## src/rtl/cs_dma_pkg.sv

```systemverilog
package cs_dma_pkg;

   typedef enum logic [1:0] {
      ST_IDLE  = 2'd0,
      ST_WAIT  = 2'd1,
      ST_MOVE  = 2'd2,
      ST_DRAIN = 2'd3
   } dma_st_t;

   localparam logic [1:0] SEL_ADDR = 2'd0;
   localparam logic [1:0] SEL_CNT  = 2'd1;
   localparam logic [1:0] SEL_DIR  = 2'd2;

endpackage

```

## src/rtl/cs_dma_regs.sv

```systemverilog
module cs_dma_regs
   import cs_dma_pkg::*;
#(
   parameter int ADDR_W = 16,
   parameter int CNT_W  = 8
) (
   input  logic              clk,
   input  logic              rst_n,
   input  logic              cfg_we,
   input  logic [1:0]        cfg_sel,
   input  logic [ADDR_W-1:0] cfg_wdata,
   input  logic              step,
   input  logic              set_tc,
   output logic [ADDR_W-1:0] cur_addr,
   output logic [CNT_W-1:0]  cur_cnt,
   output logic              dir_m2p,
   output logic              tc_flag
);

   localparam logic [ADDR_W-1:0] A_ONE = {{(ADDR_W-1){1'b0}}, 1'b1};
   localparam logic [CNT_W-1:0]  C_ONE = {{(CNT_W-1){1'b0}}, 1'b1};

   logic [CNT_W-1:0] cnt_load;
   logic             wr_addr, wr_cnt, wr_dir;

   generate
      if (CNT_W == ADDR_W) begin : g_cnt_full
         assign cnt_load = cfg_wdata;
      end else begin : g_cnt_slice
         assign cnt_load = cfg_wdata[CNT_W-1:0];
      end
   endgenerate

   assign wr_addr = cfg_we && (cfg_sel == SEL_ADDR);
   assign wr_cnt  = cfg_we && (cfg_sel == SEL_CNT);
   assign wr_dir  = cfg_we && (cfg_sel == SEL_DIR);

   always_ff @(posedge clk) begin
      if (!rst_n) begin
         cur_addr <= '0;
         cur_cnt  <= '0;
         dir_m2p  <= 1'b0;
         tc_flag  <= 1'b0;
      end else begin
         if (wr_addr)   cur_addr <= cfg_wdata;
         else if (step) cur_addr <= cur_addr + A_ONE;

         if (wr_cnt)    cur_cnt <= cnt_load;
         else if (step) cur_cnt <= cur_cnt - C_ONE;

         if (wr_dir)    dir_m2p <= cfg_wdata[0];

         if (wr_cnt)      tc_flag <= 1'b0;
         else if (set_tc) tc_flag <= 1'b1;
      end
   end


   step_chk: assert property (@(posedge clk) disable iff (!rst_n)
      (step && !cfg_we) |=> (cur_addr == $past(cur_addr) + A_ONE) && (cur_cnt == $past(cur_cnt) - C_ONE));


   tc_clear_chk: assert property (@(posedge clk) disable iff (!rst_n)
      wr_cnt |=> !tc_flag);

endmodule

```

## src/rtl/cs_dma_ctl.sv

```systemverilog
module cs_dma_ctl
   import cs_dma_pkg::*;
#(
   parameter int CNT_W = 8
) (
   input  logic             clk,
   input  logic             rst_n,
   input  logic             per_req,
   input  logic             hold_ack,
   input  logic [CNT_W-1:0] cur_cnt,
   input  logic             dir_m2p,
   output logic             hold_req,
   output logic             per_ack,
   output logic             issue,
   output logic             issue_wr,
   output logic             rd_pend,
   output logic             set_tc,
   output logic             done_irq
);

   localparam logic [CNT_W-1:0] C_ONE = {{(CNT_W-1){1'b0}}, 1'b1};

   dma_st_t st, st_nx;
   logic    cnt_zero, last_word;

   assign cnt_zero  = (cur_cnt == '0);
   assign issue     = (st == ST_MOVE) && per_req && hold_ack && !cnt_zero;
   assign issue_wr  = issue && !dir_m2p;
   assign last_word = issue && (cur_cnt == C_ONE);
   assign set_tc    = (st == ST_DRAIN) && cnt_zero;
   assign hold_req  = (st != ST_IDLE);
   assign per_ack   = (st == ST_MOVE);

   always_comb begin
      st_nx = st;
      case (st)
         ST_IDLE:  if (per_req && !cnt_zero) st_nx = ST_WAIT;
         ST_WAIT:  if (hold_ack) st_nx = ST_MOVE;
         ST_MOVE:  if (last_word || !per_req) st_nx = ST_DRAIN;
         ST_DRAIN: st_nx = ST_IDLE;
         default:  st_nx = ST_IDLE;
      endcase
   end

   always_ff @(posedge clk) begin
      if (!rst_n) begin
         st       <= ST_IDLE;
         rd_pend  <= 1'b0;
         done_irq <= 1'b0;
      end else begin
         st       <= st_nx;
         rd_pend  <= issue && dir_m2p;
         done_irq <= set_tc;
      end
   end


   grant_first_chk: assert property (@(posedge clk) disable iff (!rst_n)
      $rose(per_ack) |-> $past(hold_ack));


   idle_zero_chk: assert property (@(posedge clk) disable iff (!rst_n)
      (st == ST_IDLE && cnt_zero) |=> !hold_req);


   rd_return_chk: assert property (@(posedge clk) disable iff (!rst_n)
      rd_pend |-> $past(issue && !issue_wr));


   pulse_chk: assert property (@(posedge clk) disable iff (!rst_n)
      done_irq |=> !done_irq);


   release_chk: assert property (@(posedge clk) disable iff (!rst_n)
      done_irq |-> !hold_req);

endmodule

```

## src/rtl/cs_dma.sv

```systemverilog
module cs_dma
   import cs_dma_pkg::*;
#(
   parameter int ADDR_W = 16,
   parameter int DATA_W = 16,
   parameter int CNT_W  = 8
) (
   input  logic              clk,
   input  logic              rst_n,
   input  logic              cfg_we,
   input  logic [1:0]        cfg_sel,
   input  logic [ADDR_W-1:0] cfg_wdata,
   output logic              tc_flag,
   output logic              done_irq,
   input  logic              per_req,
   output logic              per_ack,
   input  logic [DATA_W-1:0] per_rdata,
   output logic [DATA_W-1:0] per_wdata,
   output logic              per_wvalid,
   output logic              hold_req,
   input  logic              hold_ack,
   output logic              mem_en,
   output logic              mem_we,
   output logic [ADDR_W-1:0] mem_addr,
   output logic [DATA_W-1:0] mem_wdata,
   input  logic [DATA_W-1:0] mem_rdata
);

   generate
      if (CNT_W < 1 || CNT_W > ADDR_W) begin : g_bad_cnt
         $error("cs_dma: CNT_W must lie in 1..ADDR_W");
      end
      if (DATA_W < 1 || ADDR_W < 2) begin : g_bad_width
         $error("cs_dma: DATA_W must be >= 1 and ADDR_W >= 2");
      end
   endgenerate

   logic [ADDR_W-1:0] cur_addr;
   logic [CNT_W-1:0]  cur_cnt;
   logic              dir_m2p, issue, issue_wr, rd_pend, set_tc;

   cs_dma_regs #(.ADDR_W(ADDR_W), .CNT_W(CNT_W)) u_regs (
      .clk       (clk),
      .rst_n     (rst_n),
      .cfg_we    (cfg_we),
      .cfg_sel   (cfg_sel),
      .cfg_wdata (cfg_wdata),
      .step      (issue),
      .set_tc    (set_tc),
      .cur_addr  (cur_addr),
      .cur_cnt   (cur_cnt),
      .dir_m2p   (dir_m2p),
      .tc_flag   (tc_flag)
   );

   cs_dma_ctl #(.CNT_W(CNT_W)) u_ctl (
      .clk       (clk),
      .rst_n     (rst_n),
      .per_req   (per_req),
      .hold_ack  (hold_ack),
      .cur_cnt   (cur_cnt),
      .dir_m2p   (dir_m2p),
      .hold_req  (hold_req),
      .per_ack   (per_ack),
      .issue     (issue),
      .issue_wr  (issue_wr),
      .rd_pend   (rd_pend),
      .set_tc    (set_tc),
      .done_irq  (done_irq)
   );

   assign mem_en     = issue;
   assign mem_we     = issue_wr;
   assign mem_addr   = cur_addr;
   assign mem_wdata  = per_rdata;
   assign per_wdata  = mem_rdata;
   assign per_wvalid = rd_pend;


   bus_owned_chk: assert property (@(posedge clk) disable iff (!rst_n)
      mem_en |-> (hold_req && per_ack));

endmodule

```

## config.mk

```make
export PLATFORM = sky130hd
export DESIGN_NAME = cs_dma
export DESIGN_NICKNAME = d
export VERILOG_FILES = /design/src/rtl/cs_dma_pkg.sv /design/src/rtl/cs_dma_regs.sv /design/src/rtl/cs_dma_ctl.sv /design/src/rtl/cs_dma.sv
export SDC_FILE = /design/constraint.sdc
export NUM_CORES = 1
export LEC_CHECK = 0
export CAP_MARGIN = 15
export CORE_MARGIN = 2
export CORE_UTILIZATION = 38
export DETAILED_ROUTE_END_ITERATION = 8
export GPL_ROUTABILITY_DRIVEN = 0
export PLACE_DENSITY = 0.85
export SLEW_MARGIN = 20
export SYNTH_ARGS = -nofsm -noshare
export SYNTH_HDL_FRONTEND = slang
export SYNTH_HIERARCHICAL = 1
export SYNTH_SLANG_ARGS = --single-unit
```

## constraint.sdc

```tcl
create_clock -name clk -period 2.5 [get_ports clk]
set_input_delay 0.75 -clock clk [delete_from_list [all_inputs] [get_ports clk]]
set_output_delay 0.75 -clock clk [all_outputs]
set_load 0.005 [all_outputs]
```

Word-level counts from Yosys, hierarchy flattened --
Index checks and enable logic that the tools add are counted.
Operators by class: $add $sub $neg 2, $mul 0, divide/modulo/power cells 0, $lt $le $gt $ge 0, equality and inequality tests 9, shifts and indexed selects 0, multiplexer cells 8, bitwise logic cells 1, reductions and logical operators 23
Operators by type and width (count):
- $mux W16 | 2
- $add A16 B1 Y16 const B | 1
- $mux W8 | 2
- $logic_and A1 B1 Y1 | 11
- $eq A8 B1 Y1 const B | 1
- $logic_not A8 Y1 | 1
- $pmux W2 S4 | 1
- $sub A8 B1 Y8 const B | 1
- $eq A2 B2 Y1 const B | 3
- $mux W2 | 3
- $reduce_bool A2 Y1 | 3
- $eq A2 B1 Y1 const B | 2
- $logic_not A2 Y1 | 2
- $ne A2 B1 Y1 const B | 2
- $logic_not A1 Y1 | 3
- $reduce_and A3 Y1 | 1
- $ne A2 B2 Y1 const B | 1
- $reduce_or A2 Y1 | 1
- $logic_or A1 B1 Y1 | 1
- $not A1 Y1 | 1
Storage, ports and cells: flip-flop bits (word level) 30, latch bits 0, RAM bits 0, memory bits (read-only) 0, input bits 55, output and inout bits 55, logic and storage cells 50, memories 0

Longest topological paths before layout --
depth after elaboration 8, gate-level depth with buffers 9, mapped depth without buffers 8

Hierarchy --
Netlist, hierarchy kept.
By module, submodules not included:
- cs_dma_regs | instances 1, cells an instance 157, area each 1342.5 sq um
- cs_dma_ctl | instances 1, cells an instance 32, area each 275.3 sq um
- cs_dma | instances 1, cells an instance 32, area each 240.2 sq um

Worst setup path before layout --
Ideal clock, no wire load.
kind input to register, from in hold_ack, to reg u_regs.cur_cnt[7], library setup time 0.133 ns, arrival time 2.052 ns, data required time 2.367 ns, path slack 0.315 ns, stages on the path 6, path buffers 0, path through nand3_1 > nor2_1 > or3b_2 > nor4_1 > xnor2_1 > a21oi_1
On the way: word-level cells in the longest chain between the ends 3
RTL lines:
- from (decl) | RTL line cs_dma.sv:21 | input logic hold_ack,
- $logic_and A1 B1 Y1 (2 in series) | RTL line cs_dma_ctl.sv:27 | assign issue = (st == ST_MOVE) && per_req && hold_ack && !cnt_zero;
- named net mem_en | RTL line cs_dma.sv:22 | output logic mem_en,
- $reduce_bool A2 Y1 (no line)
- to (signal assigned) | RTL line cs_dma_regs.sv:48 | if (wr_cnt) cur_cnt <= cnt_load;
- to (signal assigned) | RTL line cs_dma_regs.sv:49 | else if (step) cur_cnt <= cur_cnt - C_ONE;
- to (decl) | RTL line cs_dma_regs.sv:15 | output logic [CNT_W-1:0] cur_cnt,
The timed path passes the listed nets, and every way through them passes these cells. A chain may end at the register's enable or synchronous reset.

Worst setup path after layout --
from reg u_regs.cur_cnt[1], to out mem_en
On the way: word-level cells in the longest chain between the ends 3
RTL lines:
- $logic_not A8 Y1 | RTL line cs_dma_ctl.sv:26 | assign cnt_zero = (cur_cnt == '0);
- $logic_not A1 Y1 | RTL line cs_dma_ctl.sv:27
- $logic_and A1 B1 Y1 | RTL line cs_dma_ctl.sv:27
- to (decl) | RTL line cs_dma.sv:22
Every way passes these cells.

==> results.cfg <==
[final_layout]
final_cell_area_sq_mm = 0.002425
syn_to_final_growth_pct = 30.51
finalNonFillerCells = 318
final_common_cell = clkdlybuf4s50_1
diodes = 0
fillCellCount = 420
drive_gt1_share_pct = 14.34
mostFrequentLayoutCells = clkdlybuf4s50_1 (41), dfxtp_1 (30), nand2_1 (19)
final_nets = 311

[sta]
finalCritPeriodShare_pct = 98.01
hold_viol = 0
timing.fmax_mhz = 408.1
setup_viol = 0
worstMarginPinSlew_ps = 386.3
slew_headroom_pct = 74.01
fin_crit_ps = 2450
clock_skew_ps = 2.693
maxSlewViolCount = 0

[critical_path]
critPathLaunch = u_regs/cur_cnt[1]
crit_path_max_fanout = 5
timing.reg2reg.setup_slack_ps = 230
r2r_end = u_regs/cur_addr[4]
rr_worst_depth = 10
slowest_stage = or4_1
crit_path_end_kind = primary output
path_cells = or4_1 > nor2_4 > nor2_4 > clkdlybuf4s15_1
endpoint = mem_en
slowest_delay_ps = 620
startpoint_type = flop
path_class = flop to primary output
worst_ep_required_time_ps = 1750
path_common_cell = nor2_4
reg2reg_from = u_regs/cur_cnt[1]
arrival_ps = 1700

[clocking]
cts.sinks = 30
clockRootBuffer = clkbuf_8
clk_path_buf_depth = 2
htree_levels = 2
clk_latency_ps = 280
cts_tree = done
path_clk_slew_ps = 60
cts_buffers = 5
cts_hold_buf = 0

[detailed_routing]
postRouteAntennaNets = 0
wl_met3_um = 264
routed-wl-met2_mm = 1.876
vias = 1600
routed_via_density = 5.031
highest_layer = met4
drtIter0Drc = 124
wirelength_met1_mm = 1.927
drc_errors = 0
wl_mm = 4.112
drt_pass1_iterations = 4
avgRoutedWirePerCell_um = 12.93

[yosys]
async_flop_share_pct = 0
syn-num-nets = 282
synth_ff_type = dfxtp_1
ys_seq_elements = 30
yosys.cell_types.count = 33
syn_area_sq_mm = 0.001858
synth-edff-count = 0
ys_seq_area_share_pct = 32.32
syn_area_per_cell_sq_um = 8.407
syn_inst = 221
yosys_warnings = 6

[placed_design]
dp.cells = 308
port_buffers = 45
place_area_sq_mm = 0.002246
dp_hpwl_mm = 2.893

[power_and_ir_drop]
ir_drop_v = 0.0002214
pwr_density_cell_mw_per_mm2 = 562.4
p_leak_nw = 1.006

[global_route]
grt_pass1_vias = 1490
grt_pass1_wl_mm = 6.348
grt_max_degree = 33
antenna_found_initial = 0
overflow = 0
grt_usage_pct = 14.86

[floorplan]
dieArea_sq_mm = 0.005465
core_sq_mm = 0.004723
ios = 110
die_w_um = 73.93
die_h_um = 73.93
start_util_pct = 39.34
rows = 25

[status]
status = complete, no violations

[flow_run]
maxCapViolCount = 0

[min_path]
hp-class = flop to flop
[synth_stat cells, types with 2 or more instances]
| cell | number | area, sq um |
|---|---|---|
| or3_1 | 2 | 12.51 |
| nand2_1 | 19 | 71.32 |
| nor4_1 | 6 | 37.54 |
| a21oi_1 | 17 | 85.08 |
| xor2_1 | 5 | 43.79 |
| or4_1 | 2 | 15.01 |
| dfxtp_1 | 30 | 600.6 |
| inv_1 | 8 | 30.03 |
| buf_4 | 32 | 240.2 |
| nor3_1 | 3 | 15.01 |
| nand3_1 | 7 | 35.03 |
| xnor2_1 | 15 | 131.4 |
| and3_1 | 2 | 12.51 |
| ha_1 | 6 | 75.07 |
| mux2i_1 | 4 | 40.04 |
| nand4_1 | 3 | 18.77 |
| clkbuf_1 | 7 | 26.28 |
| nor2_1 | 9 | 33.78 |
| nand3b_1 | 2 | 15.01 |
| o21ai_0 | 16 | 80.08 |
| nor2b_1 | 3 | 18.77 |
| o31ai_1 | 2 | 15.01 |
| or3b_2 | 2 | 17.52 |
| o211a_1 | 10 | 100.1 |
[worst min-delay path by stage]
stage	end	slack (ps)	startpoint	depth (start not counted)
after detailed placement	u_regs/cur_addr[15]	500	u_regs/cur_addr[15]	2
after floorplan	u_ctl/st[1]	470	u_ctl/st[1]	2
after CTS	u_regs/cur_addr[15]	510	u_regs/cur_addr[15]	2
after global routing	u_regs/cur_addr[15]	540	u_regs/cur_addr[15]	2
final	u_regs/cur_addr[15]	510	u_regs/cur_addr[15]	2
after global placement	u_regs/tc_flag	490	u_regs/tc_flag	1
[cell type report]
| class | instances | area (sq um) | area share (%) |
|---|---|---|---|
| clock buffer | 7 | 86.33 | 3.560 |
| clock inverter | 1 | 5.005 | 0.2064 |
| inverter | 8 | 30.03 | 1.238 |
| multi-input combinational | 143 | 1020 | 42.05 |
| sequential | 30 | 600.6 | 24.77 |
| tap | 67 | 83.83 | 3.457 |
| timing repair buffer | 62 | 599.3 | 24.72 |
[worst max-delay path: cells and delay by family, from the launching register on]
family	cells	cell delay, ps
buf+inv	1	210
flops	1	340
simple gates	3	860
[stage by stage]
| step | power [W] | setup WS, ps | setup TNS [ps] | hold slack [ps] | util [%] |
|---|---|---|---|---|---|
| 2_1_floorplan | 0.0008186 | 315.0 | 0 | 470.9 | - |
| 3_3_place_gp | 0.0009365 | -294.8 | -2712 | 485.7 | 47.55 |
| 3_5_place_dp | 0.0009533 | -348.7 | -3329 | 502.2 | 47.55 |
| 4_1_cts | 0.001352 | 8.265 | 0 | 510.6 | 49.70 |
| 5_1_grt | 0.001444 | -17.21 | -25.31 | 538.2 | 51.34 |
| 6_report | 0.001364 | 49.80 | 0 | 506.7 | 51.34 |
[power breakdown]
group | switching [W] | internal [W]
sequential | 0.0000463 | 0.000521
combinational | 0.000179 | 0.000221
clock | 0.000175 | 0.000222
total | 0.000400 | 0.000963
[cells by family (layout without fill, tap and decap cells)]
| family | Yosys count | after routing | share of synthesized area (%) |
|---|---|---|---|
| flip-flops | 30 | 30 | 32.32 |
| adder cells (fa/ha/maj) | 6 | 6 | 4.040 |
| AND/OR/NAND/NOR | 66 | 66 | 19.93 |
| multiplexers | 4 | 4 | 2.155 |
| buffers and inverters | 48 | 78 | 16.23 |
| XOR/XNOR | 20 | 20 | 9.428 |
| AO/OA/AOI/OAI | 47 | 47 | 15.89 |
[registers in the layout (all words and copies together), names as in the netlist]
name / flops
u_regs/cur_addr: 16
u_regs/cur_cnt: 8
u_ctl/st: 2
u_ctl/done_irq: 1
u_ctl/rd_pend: 1
u_regs/dir_m2p: 1
u_regs/tc_flag: 1
[routing by layer]
| layer | GRT usage [%] | up-vias |
|---|---|---|
| li1 | - | 797 |
| met1 | 18.59 | 739 |
| met2 | 23.12 | 58 |
| met3 | 4.801 | 6 |
| met4 | 7.071 | 0 |
| met5 | 0 | - |
[what timing repair did]
| action | 4_1_cts | 5_1_grt |
|---|---|---|
| endpoints found under the setup margin | 3 | 13 |
| resized for setup | 6 | 13 |
| pin swaps | 1 | 1 |
| buffers inserted | 0 | 2 |
Power figures use the tool's default switching activity.
